## src/rtl/vsm_pkg.sv

```systemverilog
package vsm_pkg;

    localparam int VME_AW  = 32;
    localparam int VME_DW  = 32;
    localparam int AM_W    = 6;
    localparam int GA_W    = 5;
    localparam int CSR_OFS = 19;
    localparam int SEL_W   = VME_DW / 8;

    typedef enum logic [1:0] {
        SP_A16 = 2'd0,
        SP_A24 = 2'd1,
        SP_A32 = 2'd2,
        SP_CSR = 2'd3
    } space_e;

    typedef enum logic [1:0] {
        DW_8  = 2'd0,
        DW_16 = 2'd1,
        DW_32 = 2'd2
    } width_e;

    typedef struct packed {
        logic              hit;
        logic              misalign;
        space_e            space;
        width_e            width;
        logic [VME_AW-1:0] vadr;
    } decode_t;

    function automatic logic [AM_W-1:0] am_code(space_e sp);
        case (sp)
            SP_A16:  am_code = 6'h29;
            SP_A24:  am_code = 6'h39;
            SP_A32:  am_code = 6'h09;
            default: am_code = 6'h2F;
        endcase
    endfunction

endpackage

```

## src/rtl/vsm_window_decode.sv

```systemverilog
module vsm_window_decode
    import vsm_pkg::*;
(
    input  logic [31:0]      adr,
    input  logic [SEL_W-1:0] sel,
    input  logic [GA_W-1:0]  ga_n,
    output decode_t          dec
);
    localparam int CSR_TOP = VME_AW - GA_W - CSR_OFS;

    width_e max_w;

    always_comb begin
        dec.hit   = 1'b1;
        dec.space = SP_A16;
        dec.vadr  = '0;
        max_w     = DW_16;
        case (adr[31:28])
            4'd0: begin dec.space = SP_A16; max_w = DW_16; dec.vadr = {16'h0, adr[15:0]}; end
            4'd1: begin dec.space = SP_A16; max_w = DW_32; dec.vadr = {16'h0, adr[15:0]}; end
            4'd2: begin dec.space = SP_A24; max_w = DW_16; dec.vadr = {8'h0, adr[23:0]}; end
            4'd3: begin dec.space = SP_A24; max_w = DW_32; dec.vadr = {8'h0, adr[23:0]}; end
            4'd4: begin dec.space = SP_A32; max_w = DW_32; dec.vadr = {4'h0, adr[27:0]}; end
            4'd5: begin
                dec.space = SP_CSR;
                max_w     = DW_32;
                dec.vadr  = {{CSR_TOP{1'b0}}, ~ga_n, adr[CSR_OFS-1:0]};
            end
            default: dec.hit = 1'b0;
        endcase

        if (sel == 4'b0001)      dec.width = DW_8;
        else if (sel == 4'b0011) dec.width = DW_16;
        else                     dec.width = max_w;

        dec.misalign = ((dec.width == DW_16) && dec.vadr[0]) ||
                       ((dec.width == DW_32) && (dec.vadr[1:0] != 2'b00));
    end

endmodule

```

## src/rtl/vsm_lanes.sv

```systemverilog
module vsm_lanes
    import vsm_pkg::*;
(
    input  width_e            width,
    input  logic              a0,
    input  logic [VME_DW-1:0] wdat,
    input  logic [VME_DW-1:0] bus_i,
    output logic [VME_DW-1:0] bus_o,
    output logic [VME_DW-1:0] rdat,
    output logic [1:0]        ds_pat_n,
    output logic              lword_n
);
    always_comb begin
        lword_n = 1'b1;
        case (width)
            DW_8: begin
                if (a0) begin
                    ds_pat_n = 2'b10;
                    bus_o    = {24'h0, wdat[7:0]};
                    rdat     = {24'h0, bus_i[7:0]};
                end else begin
                    ds_pat_n = 2'b01;
                    bus_o    = {16'h0, wdat[7:0], 8'h0};
                    rdat     = {24'h0, bus_i[15:8]};
                end
            end
            DW_16: begin
                ds_pat_n = 2'b00;
                bus_o    = {16'h0, wdat[15:0]};
                rdat     = {16'h0, bus_i[15:0]};
            end
            default: begin
                ds_pat_n = 2'b00;
                lword_n  = 1'b0;
                bus_o    = wdat;
                rdat     = bus_i;
            end
        endcase
    end

endmodule

```

## src/rtl/vsm_sync.sv

```systemverilog
module vsm_sync #(
    parameter int   STAGES  = 2,
    parameter logic RST_VAL = 1'b1
) (
    input  logic clk,
    input  logic rst_n,
    input  logic d,
    output logic q
);
    logic [STAGES-1:0] chain_q;

    generate
        if (STAGES == 1) begin : g_one
            always_ff @(posedge clk or negedge rst_n) begin
                if (!rst_n) chain_q <= RST_VAL;
                else        chain_q <= d;
            end
        end else begin : g_many
            always_ff @(posedge clk or negedge rst_n) begin
                if (!rst_n) chain_q <= {STAGES{RST_VAL}};
                else        chain_q <= {chain_q[STAGES-2:0], d};
            end
        end
    endgenerate

    assign q = chain_q[STAGES-1];

endmodule

```

## src/rtl/vme_single_master.sv

```systemverilog
module vme_single_master
    import vsm_pkg::*;
#(
    parameter int TIMEOUT_CYC = 256,
    parameter int SYNC_STAGES = 2
) (
    input  logic              clk,
    input  logic              rst_n,
    input  logic              wb_cyc_i,
    input  logic              wb_stb_i,
    input  logic              wb_we_i,
    input  logic [31:0]       wb_adr_i,
    input  logic [SEL_W-1:0]  wb_sel_i,
    input  logic [VME_DW-1:0] wb_dat_i,
    output logic [VME_DW-1:0] wb_dat_o,
    output logic              wb_ack_o,
    output logic              wb_err_o,
    input  logic [GA_W-1:0]   ga_n_i,
    output logic [VME_AW-1:0] vme_adr_o,
    output logic [AM_W-1:0]   vme_am_o,
    output logic              vme_as_n_o,
    output logic [1:0]        vme_ds_n_o,
    output logic              vme_write_n_o,
    output logic              vme_lword_n_o,
    output logic [VME_DW-1:0] vme_dat_o,
    output logic              vme_dat_oe_o,
    input  logic [VME_DW-1:0] vme_dat_i,
    input  logic              vme_dtack_n_i,
    input  logic              vme_berr_n_i
);
    localparam int TO_W = $clog2(TIMEOUT_CYC + 1);

    typedef enum logic [2:0] {
        ST_IDLE,
        ST_SETUP,
        ST_ASTB,
        ST_DSTB,
        ST_REL
    } state_e;

    typedef struct packed {
        state_e            st;
        logic              cyc;
        logic              as_n;
        logic              ds_en;
        logic [VME_AW-1:0] adr;
        logic [AM_W-1:0]   am;
        width_e            width;
        logic              we;
        logic [VME_DW-1:0] wdat;
        logic              ack;
        logic              err;
        logic [VME_DW-1:0] rdat;
        logic [TO_W-1:0]   cnt;
    } regs_t;

    localparam regs_t REGS_RST = '{
        st:    ST_IDLE,
        cyc:   1'b0,
        as_n:  1'b1,
        ds_en: 1'b0,
        adr:   '0,
        am:    '0,
        width: DW_32,
        we:    1'b0,
        wdat:  '0,
        ack:   1'b0,
        err:   1'b0,
        rdat:  '0,
        cnt:   '0
    };

    regs_t   q, d;
    decode_t dec;
    logic    dtack_s_n, berr_s_n;
    logic [VME_DW-1:0] lane_bus, lane_rdat;
    logic [1:0]        lane_ds_n;
    logic              lane_lword_n;

    vsm_window_decode u_dec (
        .adr  (wb_adr_i),
        .sel  (wb_sel_i),
        .ga_n (ga_n_i),
        .dec  (dec)
    );

    vsm_lanes u_lanes (
        .width    (q.width),
        .a0       (q.adr[0]),
        .wdat     (q.wdat),
        .bus_i    (vme_dat_i),
        .bus_o    (lane_bus),
        .rdat     (lane_rdat),
        .ds_pat_n (lane_ds_n),
        .lword_n  (lane_lword_n)
    );

    vsm_sync #(.STAGES(SYNC_STAGES), .RST_VAL(1'b1)) u_sync_dtack (
        .clk (clk), .rst_n (rst_n), .d (vme_dtack_n_i), .q (dtack_s_n)
    );

    vsm_sync #(.STAGES(SYNC_STAGES), .RST_VAL(1'b1)) u_sync_berr (
        .clk (clk), .rst_n (rst_n), .d (vme_berr_n_i), .q (berr_s_n)
    );

    always_comb begin
        d     = q;
        d.ack = 1'b0;
        d.err = 1'b0;
        case (q.st)
            ST_IDLE: begin
                if (wb_cyc_i && wb_stb_i) begin
                    if (!dec.hit || dec.misalign) begin
                        d.err = 1'b1;
                        d.st  = ST_REL;
                    end else begin
                        d.adr   = dec.vadr;
                        d.am    = am_code(dec.space);
                        d.width = dec.width;
                        d.we    = wb_we_i;
                        d.wdat  = wb_dat_i;
                        d.cyc   = 1'b1;
                        d.st    = ST_SETUP;
                    end
                end
            end
            ST_SETUP: begin
                d.as_n = 1'b0;
                d.st   = ST_ASTB;
            end
            ST_ASTB: begin
                d.ds_en = 1'b1;
                d.cnt   = '0;
                d.st    = ST_DSTB;
            end
            ST_DSTB: begin
                if (!berr_s_n || !dtack_s_n || (q.cnt == TO_W'(TIMEOUT_CYC - 1))) begin
                    d.as_n  = 1'b1;
                    d.ds_en = 1'b0;
                    d.cyc   = 1'b0;
                    d.st    = ST_REL;
                    if (berr_s_n && !dtack_s_n) begin
                        d.ack = 1'b1;
                        if (!q.we) d.rdat = lane_rdat;
                    end else begin
                        d.err = 1'b1;
                    end
                end else begin
                    d.cnt = q.cnt + 1'b1;
                end
            end
            ST_REL: begin
                if (dtack_s_n && berr_s_n) d.st = ST_IDLE;
            end
            default: d.st = ST_IDLE;
        endcase
    end

    always_ff @(posedge clk or negedge rst_n) begin
        if (!rst_n) q <= REGS_RST;
        else        q <= d;
    end

    assign wb_dat_o      = q.rdat;
    assign wb_ack_o      = q.ack;
    assign wb_err_o      = q.err;
    assign vme_adr_o     = {q.adr[VME_AW-1:1], 1'b0};
    assign vme_am_o      = q.am;
    assign vme_as_n_o    = q.as_n;
    assign vme_ds_n_o    = q.ds_en ? lane_ds_n : 2'b11;
    assign vme_write_n_o = ~(q.cyc & q.we);
    assign vme_lword_n_o = q.cyc ? lane_lword_n : 1'b1;
    assign vme_dat_o     = lane_bus;
    assign vme_dat_oe_o  = q.cyc & q.we;

endmodule

```

## config.mk

```make
export PLATFORM = sky130hd
export DESIGN_NAME = vme_single_master
export DESIGN_NICKNAME = d
export VERILOG_FILES = /design/src/rtl/vsm_pkg.sv /design/src/rtl/vsm_window_decode.sv /design/src/rtl/vsm_lanes.sv /design/src/rtl/vsm_sync.sv /design/src/rtl/vme_single_master.sv
export SDC_FILE = /design/constraint.sdc
export NUM_CORES = 1
export LEC_CHECK = 0
export BUFFER_PORTS_ARGS = -buffer_cell sky130_fd_sc_hd__buf_2
export CAP_MARGIN = 10
export CORE_MARGIN = 2
export CORE_UTILIZATION = 50
export CTS_BUF_LIST = sky130_fd_sc_hd__clkbuf_2 sky130_fd_sc_hd__clkbuf_4 sky130_fd_sc_hd__clkbuf_8
export DETAILED_ROUTE_END_ITERATION = 16
export PLACE_DENSITY = 0.81
export SETUP_SLACK_MARGIN = 0.02
export SYNTH_ARGS = -nofsm -noshare
export SYNTH_HDL_FRONTEND = slang
export SYNTH_SLANG_ARGS = --single-unit
```

## constraint.sdc

```tcl
create_clock -name clk -period 3 [get_ports clk]
set_input_delay 0.6 -clock clk [delete_from_list [all_inputs] [get_ports clk]]
set_output_delay 0.6 -clock clk [all_outputs]
set_load 0.01 [all_outputs]
```

==> results.cfg <==
[sta]
clock.fmax_mhz = 386.7
hold_slack_ps = 115.4
max-slew-margin-rel = 0.5653
worstMarginPinSlew_ps = 635.6
fin_skew_ps = 12.20
setup_ws_ps = 414.1
setup_violations = 0
setup-tns-final_ps = 0
rsz0062_at_grt = false
hold_viol = 0
drv_slew = 0
min_period_ps = 2586
period_share = 0.8620

[global_routing]
grt_pass1_wl_um = 21220
grt_overflow = 0
track_usage = 0.2096
grt_pass1_vias = 4331
grt_max_degree = 54
antenna_found_initial = 0

[flow_run]
cap_violations = 0

[clock_network]
clock-sinks = 120
cts_tree = yes
insertion_delay_ps = 430
post_cts_buffers = 0
cts-root-buf = clkbuf_8
htreeDepth = 4
clockBufferDepth = 2
clkTransAtPathRegs_ps = 80
ctsHoldBuffers = 0
post_cts_resized = 0
cts_buffers = 17

[placement]
gp_congestion = 0.8286
hpwl_um = 9955
io_buffers = 216
place_worst_setup_slack_ps = 426.1

[floorplan]
initial_core_util = 0.5062
rows = 40
io-pin-count = 222
fp.dieW_um = 113.8
die_h_um = 113.8
core_um2 = 11910
dieArea_um2 = 12950

[yosys]
ys_dominant_reg_cell = dfrtp_1
synthAdderAreaFrac = 0.004150
syn_inst = 576
synth-xor-area-share = 0.005810
yosys.area_share.simple = 0.1575
synthMuxAreaShare = 0.1399
synth_area_per_cell_um2 = 10.47
synth-compound-area-share = 0.05665
synth.cell_area_um2 = 6030
synth_top_family_by_area = simple AND/OR/NAND/NOR gates
yosysWarningCount = 0
async_flop_share = 1.000
synth_cell_type_count = 57
synth-edff-count = 0
ys_seq_area_frac = 0.4993
synth_seq_cells = 120

[final_layout]
multi_input_area_um2 = 2222
n_antenna_cell = 0
nets = 842
area_delta_synth_final_pct = 17.76
fillers = 1018
drive_gt1_frac = 0.4238
register_area_um2 = 3010

[detailed_routing]
wl_met3_um = 1039
drc = 0
drtIter0Drc = 154
routed_via_density = 5.027
wl_per_cell_um = 14.93
vias = 4464
wl_met1_um = 5795
totalWireLength_um = 13260
postRouteAntennaNets = 0
topRoutingLayerUsed = met4
first_pass_iters = 6
route.met2.wl_um = 6180

[hold_path]
min_path_type = in -> async

[pwr]
power_density_nw_per_um2 = 908.9
vdd_ir_drop_max_uv = 436.1
p_leak_nw = 3.858

[run_status]
status = finished clean

[worst_setup_path]
crit_type = reg -> out
path_cells = or2_2 -> nor2_2 -> nor2b_1 -> buf_2
required_ps = 2400
arrival_ps = 1990
end_kind = output pin
worstSetupStartpointType = flip-flop
slowest_delay_ps = 480
crit_fanout = 27
slowest_stage = or2_2
==> placed cells by master, fill, tap and decap left out, types with 2 or more instances in the layout <==
cell type	count
nor2b_1	10
ha_1	2
o2bb2ai_1	5
and2_1	17
a211oi_1	2
or3b_2	2
dfrtp_1	114
o31ai_1	2
nand2_1	102
bufinv_16	2
mux2_4	11
conb_1	5
buf_12	2
mux2_2	30
clkbuf_4	3
nor3_1	2
clkinvlp_4	5
inv_1	29
a21oi_1	6
clkbuf_8	18
nand4_1	2
nand2b_1	6
xnor2_1	3
dfstp_2	6
clkinv_2	2
nand3_1	28
buf_2	215
mux2i_1	34
buf_4	8
o21ai_0	24
nor2_1	14
nand3b_1	2
==> metal layers <==
metal,global-route usage,vias to the layer above
li1,-,2130
met1,0.2667,2109
met2,0.3397,202
met3,0.06217,23
met4,0.08049,0
met5,0,-
==> power breakdown <==
group	internal (mW)	total [mW]	leakage, nW	switching (mW)
combinational	1.03	2.30	2.22	1.27
clock	0.787	1.44	0.189	0.651
sequential	2.30	2.72	1.45	0.417
==> layout make-up <==
type                            count  share of cell area
Multi-Input combinational cell    334              0.3130
Timing Repair Buffer              225              0.1656
Inverter                           30             0.01586
Sequential cell                   120              0.4240
Clock inverter                     11             0.01762
Clock buffer                       21             0.03806
Tap cell                          147             0.02590
==> flip-flops by register name (all words and copies together) (netlist names) <==
| register | count |
|---|---|
| q | 50 |
| u_sync_berr.chain_q | 2 |
| u_sync_dtack.chain_q | 2 |
| vme_adr_o | 27 |
| vme_am_o | 4 |
| vme_as_n_o | 1 |
| wb_ack_o | 1 |
| wb_dat_o | 32 |
| wb_err_o | 1 |
==> final timing paths <==
check / startpoint / endpoint / slack, ps / cells after the start
setup / recovery: q[76] / vme_dat_o[6] / 410 / 4
hold / removal: rst_n / wb_dat_o[2] / 120 / 1
setup reg to reg: q[0] / q[5] / 430 / 9
hold reg to reg: u_sync_dtack.chain_q[0] / u_sync_dtack.chain_q[1] / 360 / 0
max in group asynchronous: rst_n / q[67] / 2060 / 2
min in group clk: vme_berr_n_i / u_sync_berr.chain_q[0] / 270 / 1
==> critical path, delay by kind of cell (launching register included) <==
kind | cells | cell delay, ps
buffers and inverters | 1 | 170
AND/OR/NAND/NOR | 3 | 1000
flip-flops | 1 | 380
==> metrics by stage <==
stage / utilization / instances / instance area, µm² / power, mW
after floorplan: - / 580 / 6045 / 4.598
after global placement: 0.5629 / 856 / 6705 / 4.956
after detailed placement: 0.5629 / 856 / 6705 / 5.078
after CTS: 0.5961 / 888 / 7101 / 6.533
after global routing: 0.5961 / 888 / 7101 / 6.915
final: 0.5961 / 888 / 7101 / 6.454
==> synth_stat cells (11+ instances only) <==
cell	number	area [µm²]
dfrtp_1	114	2853
nand2_1	102	382.9
buf_4	71	533.0
mux2i_1	34	340.3
mux2_2	30	337.8
inv_1	29	108.9
nand3_1	28	140.1
o21ai_0	24	120.1
and2_1	17	106.4
nor2_1	14	52.55
clkbuf_1	11	41.29
mux2_4	11	165.2
==> cells by family after synthesis <==
logic type / Yosys count
and+or+nand+nor: 196
buffers and inverters: 126
DFF: 120
muxes: 75
AOI/OAI and AO/OA: 52
xor gates and xnor gates: 4
adders and majority gates: 2
other: 1
Note: power is estimated with default switching activity, not from simulation.
